File: src/rtl/tf_ks_pkg.sv
package tf_ks_pkg;

   // 4-bit permutation tables for the two byte permutations, nibble i at [63-4i -: 4]
   localparam logic [63:0] PA_T0 = 64'h817D6F320B59ECA4;
   localparam logic [63:0] PA_T1 = 64'hECB81235F4A6709D;
   localparam logic [63:0] PA_T2 = 64'hBA5E6D90C8F32471;
   localparam logic [63:0] PA_T3 = 64'hD7F4126E9B3085CA;
   localparam logic [63:0] PB_T0 = 64'h28BDF76E31940AC5;
   localparam logic [63:0] PB_T1 = 64'h1E2B4C376DA5F908;
   localparam logic [63:0] PB_T2 = 64'h4C75169A0ED82B3F;
   localparam logic [63:0] PB_T3 = 64'hB951C3DE647F208A;

   // Reed-Solomon rows, column c at [63-8c -: 8]
   localparam logic [63:0] RS_ROW0 = 64'h01A455875A58DB9E;
   localparam logic [63:0] RS_ROW1 = 64'hA45682F31EC668E5;
   localparam logic [63:0] RS_ROW2 = 64'h02A1FCC147AE3D19;
   localparam logic [63:0] RS_ROW3 = 64'hA455875A58DB9E03;

   // MDS rows, column c at [31-8c -: 8]
   localparam logic [31:0] MX_ROW0 = 32'h01EF5B5B;
   localparam logic [31:0] MX_ROW1 = 32'h5BEFEF01;
   localparam logic [31:0] MX_ROW2 = 32'hEF5B01EF;
   localparam logic [31:0] MX_ROW3 = 32'hEF01EF5B;

   function automatic logic [7:0] gf_mul(input logic [7:0] a, input logic [7:0] b,
                                          input logic [8:0] poly);
      logic [8:0] sh;
      logic [7:0] r;
      sh = {1'b0, a};
      r  = '0;
      for (int i = 0; i < 8; i++) begin
         if (b[i]) r = r ^ sh[7:0];
         sh = {sh[7:0], 1'b0};
         if (sh[8]) sh = sh ^ poly;
      end
      return r;
   endfunction

   function automatic logic [3:0] nib(input logic [63:0] t, input logic [3:0] i);
      return t[(15 - int'(i)) * 4 +: 4];
   endfunction

   function automatic logic [3:0] ror4(input logic [3:0] v);
      return {v[0], v[3:1]};
   endfunction

   // sel = 0: first permutation, sel = 1: second permutation
   function automatic logic [7:0] qperm(input logic sel, input logic [7:0] x);
      logic [63:0] t0, t1, t2, t3;
      logic [3:0]  a1, b1, a2, b2, a3, b3, a4, b4;
      t0 = sel ? PB_T0 : PA_T0;
      t1 = sel ? PB_T1 : PA_T1;
      t2 = sel ? PB_T2 : PA_T2;
      t3 = sel ? PB_T3 : PA_T3;
      a1 = x[7:4] ^ x[3:0];
      b1 = x[7:4] ^ ror4(x[3:0]) ^ {x[4], 3'b000};
      a2 = nib(t0, a1);
      b2 = nib(t1, b1);
      a3 = a2 ^ b2;
      b3 = a2 ^ ror4(b2) ^ {a2[0], 3'b000};
      a4 = nib(t2, a3);
      b4 = nib(t3, b3);
      return {b4, a4};
   endfunction

   function automatic logic [7:0] rs_coef(input int row, input int col);
      logic [63:0] r;
      case (row)
         0:       r = RS_ROW0;
         1:       r = RS_ROW1;
         2:       r = RS_ROW2;
         default: r = RS_ROW3;
      endcase
      return r[(7 - col) * 8 +: 8];
   endfunction

   function automatic logic [31:0] mds_mix(input logic [31:0] y, input logic [8:0] poly);
      logic [31:0] z;
      logic [31:0] row;
      z = '0;
      for (int r = 0; r < 4; r++) begin
         case (r)
            0:       row = MX_ROW0;
            1:       row = MX_ROW1;
            2:       row = MX_ROW2;
            default: row = MX_ROW3;
         endcase
         for (int c = 0; c < 4; c++)
            z[r*8 +: 8] = z[r*8 +: 8] ^ gf_mul(row[(3 - c) * 8 +: 8], y[c*8 +: 8], poly);
      end
      return z;
   endfunction

   function automatic logic [31:0] rol32(input logic [31:0] v, input int n);
      return (v << n) | (v >> (32 - n));
   endfunction

endpackage

File: src/rtl/tf_rs_serial.sv
module tf_rs_serial #(
   parameter int         NWORDS = 2,
   parameter int         COLS   = 8,
   parameter logic [8:0] POLY   = 9'h14D
) (
   input  logic                   clk,
   input  logic                   rst_n,
   input  logic                   start,
   input  logic [NWORDS*64-1:0]   key_bytes,
   output logic [NWORDS*32-1:0]   s_nat,
   output logic                   done
);
   import tf_ks_pkg::*;

   localparam int CW = (COLS > 1) ? $clog2(COLS) : 1;

   generate
      if (COLS != 8) begin : g_bad_cols
         $error("tf_rs_serial: matrix has exactly 8 columns");
      end
   endgenerate

   logic [CW-1:0]         col;
   logic                  busy;
   logic [NWORDS*32-1:0]  acc;
   logic [NWORDS*32-1:0]  term;

   // one column of the matrix per cycle, for every S word in parallel
   generate
      for (genvar w = 0; w < NWORDS; w++) begin : g_word
         for (genvar r = 0; r < 4; r++) begin : g_row
            always_comb begin
               term[w*32 + r*8 +: 8] = gf_mul(rs_coef(r, int'(col)),
                                              key_bytes[(8*w + int'(col)) * 8 +: 8], POLY);
            end
         end
      end
   endgenerate

   always_ff @(posedge clk) begin
      if (!rst_n) begin
         col  <= '0;
         busy <= 1'b0;
         done <= 1'b0;
         acc  <= '0;
      end else if (start) begin
         col  <= '0;
         busy <= 1'b1;
         done <= 1'b0;
         acc  <= '0;
      end else if (busy) begin
         acc <= acc ^ term;
         col <= col + 1'b1;
         if (col == CW'(COLS - 1)) begin
            busy <= 1'b0;
            done <= 1'b1;
         end
      end
   end

   assign s_nat = acc;

endmodule

File: src/rtl/tf_h_func.sv
module tf_h_func #(
   parameter logic [8:0] POLY = 9'h169
) (
   input  logic [7:0]  xb,
   input  logic [31:0] l0,
   input  logic [31:0] l1,
   output logic [31:0] z
);
   import tf_ks_pkg::*;

   // per byte lane: which permutation each of the three stages uses (1 = second)
   localparam logic [3:0] SEL_IN  = 4'b1010;
   localparam logic [3:0] SEL_MID = 4'b1100;
   localparam logic [3:0] SEL_OUT = 4'b0101;

   logic [31:0] y;

   generate
      for (genvar ln = 0; ln < 4; ln++) begin : g_lane
         logic [7:0] s1, s2;
         always_comb begin
            s1 = qperm(SEL_IN[ln], xb) ^ l1[ln*8 +: 8];
            s2 = qperm(SEL_MID[ln], s1) ^ l0[ln*8 +: 8];
            y[ln*8 +: 8] = qperm(SEL_OUT[ln], s2);
         end
      end
   endgenerate

   assign z = mds_mix(y, POLY);

endmodule

File: src/rtl/tf_pair_gen.sv
module tf_pair_gen #(
   parameter int         IDX_W = 5,
   parameter logic [8:0] POLY  = 9'h169
) (
   input  logic [IDX_W-1:0] idx,
   input  logic [31:0]      ev0,
   input  logic [31:0]      ev1,
   input  logic [31:0]      od0,
   input  logic [31:0]      od1,
   output logic [31:0]      k_even,
   output logic [31:0]      k_odd
);
   import tf_ks_pkg::*;

   generate
      if (IDX_W > 7) begin : g_bad_idx
         $error("tf_pair_gen: h input byte must hold 2*idx+1");
      end
   endgenerate

   logic [31:0] hz [2];

   // half 0 uses the even key words, half 1 the odd key words
   generate
      for (genvar hh = 0; hh < 2; hh++) begin : g_half
         logic [7:0] xb;
         assign xb = 8'({idx, 1'b0}) | 8'(hh);
         tf_h_func #(.POLY(POLY)) u_h (
            .xb (xb),
            .l0 (hh == 0 ? ev0 : od0),
            .l1 (hh == 0 ? ev1 : od1),
            .z  (hz[hh])
         );
      end
   endgenerate

   logic [31:0] a_w, b_w;
   assign a_w    = hz[0];
   assign b_w    = rol32(hz[1], 8);
   assign k_even = a_w + b_w;
   assign k_odd  = rol32(a_w + {b_w[30:0], 1'b0}, 9);

endmodule

File: src/rtl/twofish_keysched.sv
module twofish_keysched #(
   parameter int         KEY_BITS  = 128,
   parameter int         NUM_PAIRS = 20,
   parameter int         IDX_W     = 5,
   parameter int         RS_COLS   = 8,
   parameter logic [8:0] RS_POLY   = 9'h14D,
   parameter logic [8:0] MDS_POLY  = 9'h169
) (
   input  logic                 clk,
   input  logic                 rst_n,
   input  logic                 key_load,
   input  logic [KEY_BITS-1:0]  key_in,
   input  logic                 pair_req,
   input  logic [IDX_W-1:0]     pair_idx,
   output logic [63:0]          pair_out,
   output logic                 pair_vld,
   output logic [KEY_BITS/2-1:0] sbox_words,
   output logic                 sbox_ready
);
   localparam int NSW = KEY_BITS / 64;   // S words
   localparam int NMW = KEY_BITS / 32;   // key words

   generate
      if (KEY_BITS != 128) begin : g_bad_key
         $error("twofish_keysched: only a 128-bit key is supported");
      end
      if (NUM_PAIRS > (1 << IDX_W)) begin : g_bad_pairs
         $error("twofish_keysched: pair index too narrow");
      end
   endgenerate

   logic [KEY_BITS-1:0]  key_q;
   logic [NSW*32-1:0]    s_nat;
   logic                 rs_done;
   logic [31:0]          mw [NMW];
   logic [31:0]          k_even, k_odd;
   logic                 idx_ok, take;

   always_ff @(posedge clk) begin
      if (!rst_n)        key_q <= '0;
      else if (key_load) key_q <= key_in;
   end

   generate
      for (genvar i = 0; i < NMW; i++) begin : g_mword
         assign mw[i] = key_q[i*32 +: 32];
      end
   endgenerate

   tf_rs_serial #(.NWORDS(NSW), .COLS(RS_COLS), .POLY(RS_POLY)) u_rs (
      .clk       (clk),
      .rst_n     (rst_n),
      .start     (key_load),
      .key_bytes (key_q),
      .s_nat     (s_nat),
      .done      (rs_done)
   );

   // exported list runs from the last derived word down to the first
   generate
      for (genvar j = 0; j < NSW; j++) begin : g_sord
         assign sbox_words[j*32 +: 32] = s_nat[(NSW - 1 - j)*32 +: 32];
      end
   endgenerate
   assign sbox_ready = rs_done;

   tf_pair_gen #(.IDX_W(IDX_W), .POLY(MDS_POLY)) u_pair (
      .idx    (pair_idx),
      .ev0    (mw[0]),
      .ev1    (mw[2]),
      .od0    (mw[1]),
      .od1    (mw[3]),
      .k_even (k_even),
      .k_odd  (k_odd)
   );

   assign idx_ok = {1'b0, pair_idx} < (IDX_W + 1)'(NUM_PAIRS);
   assign take   = pair_req && rs_done && !key_load && idx_ok;

   always_ff @(posedge clk) begin
      if (!rst_n) begin
         pair_vld <= 1'b0;
         pair_out <= '0;
      end else begin
         pair_vld <= take;
         if (take) pair_out <= {k_odd, k_even};
      end
   end

endmodule

File: config.mk
export PLATFORM = sky130hd
export DESIGN_NAME = twofish_keysched
export DESIGN_NICKNAME = d
export VERILOG_FILES = /design/src/rtl/tf_ks_pkg.sv /design/src/rtl/tf_rs_serial.sv /design/src/rtl/tf_h_func.sv /design/src/rtl/tf_pair_gen.sv /design/src/rtl/twofish_keysched.sv
export SDC_FILE = /design/constraint.sdc
export NUM_CORES = 2
export LEC_CHECK = 0
export ABC_AREA = 0
export BUFFER_PORTS_ARGS = -buffer_cell sky130_fd_sc_hd__clkbuf_2
export CORE_MARGIN = 3
export CORE_UTILIZATION = 45
export CTS_CLUSTER_DIAMETER = 80
export DETAILED_ROUTE_END_ITERATION = 10
export GPL_ROUTABILITY_DRIVEN = 0
export SYNTH_ARGS = -nofsm -noshare
export SYNTH_HDL_FRONTEND = slang
export SYNTH_SLANG_ARGS = --single-unit
export TNS_END_PERCENT = 1
File: constraint.sdc
create_clock -name clk -period 27.2 [get_ports clk]
set_input_delay 2.72 -clock clk [delete_from_list [all_inputs] [get_ports clk]]
set_output_delay 2.72 -clock clk [all_outputs]
set_load 0.05 [all_outputs]
# After elaboration in Yosys (flattened, before gate mapping)
# Index checks and enable logic that the tools add are counted.
# op_classes
addsub	81
magnitude_cmp	1
eq_ne	1
n_shift	86
mux	287
bitwise_logic	410
n_reduce_logical	6
# op_table
cell	count
variable part select 64 x 7 -> 4 bit (first input constant)	80
two-way mux 8 bit	112
bitwise XOR 8 bit	96
bitwise XOR 4 bit	109
two-way mux 7 bit	60
subtractor 4 x 4 -> 5 bit (first input constant)	76
variable part select 64 x 7 -> 8 bit (first input constant)	4
two-way mux 6 bit	24
NOT 3 bit	48
variable part select 128 x 32 -> 8 bit	1
variable part select 128 x 7 -> 8 bit	1
two-way mux 5 bit	24
NOT 4 bit	28
two-way mux 4 bit	24
NOT 2 bit	48
two-way mux 3 bit	24
adder 32 bit	2
bitwise XOR 64 bit	1
NOT 1 bit (first input constant)	56
NOT 6 bit	8
OR 32 x 8 -> 32 bit	1
OR 32 x 9 -> 32 bit	1
NOT 4 -> 5 bit	6
two-way mux 2 bit	8
15 further kinds	30
# totals
register_bits	262
elab_cells	879

# Logic depth before layout (Yosys ltp)
# logic_depth
ltp_word	46
depth_mapped	62
mapped_depth_nobuf	59

# Cells and area by module
# Synthesis repeated with hierarchy kept, for this count alone.
# unflattened
cells_unflattened	5834
area_unflattened_um2	46882.5
# modules_own_cells
module	n_inst	cells_each	area_per_inst_um2	seq_area_each_um2
tf_rs_serial	1	1806	12301.8	1381.3
tf_h_func at u_pair.g_half[1].u_h	1	1438	11972.7	0.0
tf_h_func at u_pair.g_half[0].u_h	1	1403	11838.9	0.0
twofish_keysched	1	694	7343.3	3863.7
tf_pair_gen	1	493	3425.8	0.0

# Least setup slack after synthesis
# Ideal clock, no wire load.
# synth_path
kind	input-to-reg
startpoint	input pair_idx[3]
endpoint	register pair_out[31]
setup_ps	117
arrival_time_ps	14765
required_time_ps	27083
path_slack_ps	12317
stages	49
path_cell_list	buf_2 buf_2 buf_2 nand2b_1 nand2_1 ha_1 nor2b_1 o32ai_2 or3_1 nand2_1 inv_1 ha_1 inv_1 or4b_1 and4_1 nor3_1 nor2_4 xor2_1 [13 not listed] ha_1 mux4_2 xor3_1 xor3_1 xor2_1 a22oi_1 nor3b_1 a311o_1 o21ai_2 a21oi_1 o31a_1 o41ai_2 a31oi_1 o21ai_1 a21oi_1 a21oi_2 or3_1 a32o_1
# synth_between
elab_chain_cells	42
elab_cells_between_ends	618
# synth_lines
item	line	text
start: declaration	twofish_keysched.sv:14	input logic [IDX_W-1:0] pair_idx,
bitwise XOR 2 x 4 -> 4 bit	tf_ks_pkg.sv:56	b1 = x[7:4] ^ ror4(x[3:0]) ^ {x[4], 3'b000};
bitwise XOR 4 bit	tf_ks_pkg.sv:56	
subtractor 4 x 4 -> 5 bit	tf_ks_pkg.sv:40	return t[(15 - int'(i)) * 4 +: 4];
variable part select 64 x 7 -> 4 bit	tf_ks_pkg.sv:40	
bitwise XOR 4 bit (2 in series)	tf_ks_pkg.sv:60	b3 = a2 ^ ror4(b2) ^ {a2[0], 3'b000};
subtractor 4 x 4 -> 5 bit	tf_ks_pkg.sv:40	
variable part select 64 x 7 -> 4 bit	tf_ks_pkg.sv:40	
bitwise XOR 8 bit	tf_h_func.sv:22	s1 = qperm(SEL_IN[ln], xb) ^ l1[ln*8 +: 8];
[23 not listed]	-	
NOT 3 bit (no source line)	-	
two-way mux 5 bit	tf_ks_pkg.sv:32	if (b[i]) r = r ^ sh[7:0];
two-way mux 6 bit	tf_ks_pkg.sv:32	
two-way mux 7 bit	tf_ks_pkg.sv:32	
two-way mux 8 bit	tf_ks_pkg.sv:32	
bitwise XOR 8 bit (3 in series)	tf_ks_pkg.sv:89	z[r*8 +: 8] = z[r*8 +: 8] ^ gf_mul(row[(3 - c) * 8 +: 8], y[c*8 +: 8], poly);
OR 32 x 8 -> 32 bit	tf_ks_pkg.sv:95	return (v << n) | (v >> (32 - n));
adder 32 bit	tf_pair_gen.sv:40	assign k_even = a_w + b_w;
end signal: assignment	twofish_keysched.sv:86	if (take) pair_out <= {k_odd, k_even};
end: declaration	twofish_keysched.sv:15	output logic [63:0] pair_out,
# Parallel ways exist; a longest one is shown, timed or not.
# A chain may end at the register's enable or synchronous reset.

# Final worst setup path
# layout_path
startpoint	input pair_idx[1]
endpoint	register pair_out[39]
# layout_between
elab_chain_cells	43
elab_cells_between_ends	619
# layout_lines
item	line	text
bitwise XOR 2 x 4 -> 4 bit	tf_ks_pkg.sv:56	
bitwise XOR 4 bit	tf_ks_pkg.sv:56	
subtractor 4 x 4 -> 5 bit	tf_ks_pkg.sv:40	
variable part select 64 x 7 -> 4 bit	tf_ks_pkg.sv:40	
bitwise XOR 4 bit (2 in series)	tf_ks_pkg.sv:60	
subtractor 4 x 4 -> 5 bit	tf_ks_pkg.sv:40	
variable part select 64 x 7 -> 4 bit	tf_ks_pkg.sv:40	
bitwise XOR 8 bit	tf_h_func.sv:22	
[24 not listed]	-	
two-way mux 5 bit	tf_ks_pkg.sv:32	
two-way mux 6 bit	tf_ks_pkg.sv:32	
two-way mux 7 bit	tf_ks_pkg.sv:32	
two-way mux 8 bit	tf_ks_pkg.sv:32	
bitwise XOR 8 bit (3 in series)	tf_ks_pkg.sv:89	
OR 32 x 8 -> 32 bit	tf_ks_pkg.sv:95	
adder 32 bit	tf_pair_gen.sv:41	assign k_odd = rol32(a_w + {b_w[30:0], 1'b0}, 9);
OR 32 x 9 -> 32 bit	tf_ks_pkg.sv:95	
# Parallel ways exist; a longest one is shown, timed or not.

==> impl_metrics.py <==
metrics = {
    "worst_setup_path": {
        "crit_family": "XOR/XNOR gates",
        "reg2reg_slack_ps": 15340,
        "path_depth": 55,
        "endpoint": "pair_out[39]",
        "crit_path_start": "pair_idx[1]",
        "end_kind": "flip-flop",
        "timing.rr.start": "key_q[76]",
        "cp_slowest_stage_delay_ps": 880,
        "slowest_stage": "xnor2_2",
        "r2r_end": "pair_out[31]",
        "start_kind": "input port",
        "worstPathArrival_ps": 17300,
        "crit_type": "in2reg",
        "worstPathRequired_ps": 27690,
        "path_buf_inv": 8,
        "reg2reg_depth": 43,
        "crit_top_cell": "ha_1",
        "crit_fanout": 37,
    },
    "die": {
        "initial_core_util": 0.454,
        "dieArea_mm2": 0.109,
        "core_mm2": 0.104,
        "ios": 267,
        "fp-row-count": 118,
        "die_w_um": 330,
        "die_y_um": 330,
    },
    "logic_synthesis": {
        "synth-seq-cells": 262,
        "netlist_area_mm2": 0.0471,
        "synth-edff-count": 0,
        "synth_top_area_frac": 0.135,
        "async_flop_share": 0,
        "seq_area_frac_synth": 0.111,
        "yosysMostFrequentCell": "xnor2_1",
        "synth_cell_types": 140,
        "synthTopCellsByCount": "xnor2_1, nor2_1, nand2_1",
        "avgSynthCellArea_um2": 7.78,
        "synthTopCellsByArea": "xnor2_1, dfxtp_1, ha_1",
        "syn_inst": 6061,
        "ys_warn_count": 0,
        "syn_nets": 6521,
        "synth_area_leader_cell": "xnor2_1",
        "yosys_most_used_dff": "dfxtp_1",
    },
    "clocking": {
        "cts_buffers": 39,
        "cts_hold_buf": 0,
        "cts_tree": "built",
        "cts_setup_buffers": 0,
        "cts_resized": 0,
        "cts.sinks": 262,
        "clk_pin_slew_ps": 60,
        "htreeDepth": 2,
        "ctsRootBufferMaster": "clkbuf_16",
        "cts_buffer_depth": 3,
        "worstSkewPairLatency_ps": 620,
    },
    "sta": {
        "tns_ps": 0,
        "finalHoldViolCount": 0,
        "fin_crit_ps": 16810,
        "rsz0062_at_grt": "false",
        "max-slew-margin-rel": 0.148,
        "clock_skew_ps": 23.8,
        "setup_violations": 0,
        "worst_pin_slew_ps": 1270,
        "timing.fmax_ghz": 0.0595,
        "slew_violations": 0,
        "min_period_over_period": 0.618,
    },
    "route": {
        "dr.pass1.iters": 9,
        "via_per_inst": 5.96,
        "drtIter0Drc": 4329,
        "ant_nets": 0,
        "wire_per_inst_um": 20.9,
        "dr_total_vias": 45100,
        "remaining_drc_errors": 0,
        "routed_wirelength_um": 158000,
    },
    "placement": {
        "dp.cells": 7496,
        "hpwl_um": 123000,
        "portBuffers": 266,
    },
    "grt": {
        "grt_start_max_net_pins": 74,
        "met3_usage": 0.0448,
        "grt_first_pass_wirelength_um": 242000,
        "grt_overflow": 0,
        "grt_pass1_vias": 41700,
        "top_usage_layer": "met2",
        "antenna_found_initial": 0,
        "grt_util_all_layers": 0.281,
        "met1_usage": 0.367,
        "use_met2": 0.457,
    },
    "final_layout": {
        "syn_to_final_growth_pct": 8.19,
        "layout-drive-gt1-share": 0.116,
        "nFillCells": 10200,
        "fin_nets": 6617,
        "final_util": 0.491,
        "diodes": 0,
        "layout.cells.non_filler": 7565,
    },
    "run": {
        "maxCapViolCount": 0,
    },
    "outcome": {
        "outcome": "complete, no violations",
    },
    "worst_hold_path": {
        "hp-class": "reg2reg",
        "hold_start": "pair_out[59]",
    },
}
## layout by cell type, fill, tap and decap left out, types with 47 or more instances in the layout
| cell type | n |
|---|---|
| ha_1 | 323 |
| or3_1 | 59 |
| xnor3_1 | 59 |
| nor3_1 | 128 |
| a21oi_1 | 318 |
| o21ai_0 | 242 |
| xor2_1 | 337 |
| a31oi_1 | 47 |
| nor2_1 | 685 |
| mux4_2 | 51 |
| buf_4 | 62 |
| nand3_1 | 130 |
| clkbuf_2 | 265 |
| o211ai_1 | 70 |
| mux2i_1 | 299 |
| and2_1 | 68 |
| dfxtp_1 | 258 |
| and3_1 | 59 |
| a21o_1 | 65 |
| xnor2_1 | 725 |
| inv_1 | 236 |
| o22ai_1 | 61 |
| nand2_1 | 535 |
| a211oi_1 | 89 |
## flip-flops by register name (all words and copies together), names as in the netlist
signal      flops
key_q         128
pair_out       64
u_rs.s_nat     64
u_rs.col        3
pair_vld        1
u_rs.busy       1
u_rs.done       1
## worst min-delay path, delay by kind of cell (launching register included)
kind | cells | cell delay, ps
flip-flops | 1 | 310
AND/OR/NAND/NOR | 1 | 50
AO/OA/AOI/OAI | 1 | 50
## worst min path at each step
stage / endpoint / slack, ps / cells past startpoint
after floorplan: key_q[52] / 480 / 2
after global placement: pair_out[59] / 440 / 2
after detailed placement: pair_out[59] / 440 / 2
after CTS: pair_out[59] / 450 / 2
after global routing: pair_out[8] / 470 / 2
final: pair_out[59] / 450 / 2
## logic make-up after synthesis
logic type,share of synthesized area
multiplexers,0.104
AND/OR/NAND/NOR,0.190
flip-flops,0.111
XOR/XNOR,0.256
adder cells (fa/ha/maj),0.0875
buffers and inverters,0.0443
AO/OA/AOI/OAI,0.206
## per-stage QoR
step	hold slack [ps]	cell area [um2]	worst slack (ps)
final	448	51000	10390
after global routing	467	51000	9350
after detailed placement	444	49600	10070
after global placement	440	49600	10420
after floorplan	478	47100	12320
after CTS	452	51000	10700
## metal layers
layer	up-vias	share of wire
met5	-	0
met4	0	0.046
met3	374	0.081
met2	1839	0.45
met1	21200	0.42
li1	21600	-
## cell type report
class / instances / area [um2] / area share
Timing Repair Buffer: 328 / 1810 / 0.0354
Clock buffer: 49 / 1090 / 0.0214
Clock inverter: 20 / 287 / 0.00562
Inverter: 253 / 955 / 0.0187
Sequential cell: 262 / 5260 / 0.103
Multi-Input combinational cell: 5273 / 39900 / 0.782
Tap cell: 1380 / 1730 / 0.0339
Power is left out: the tool's default activity adds up to more than one toggle a clock period on the data nets, which glitch-free logic cannot reach.
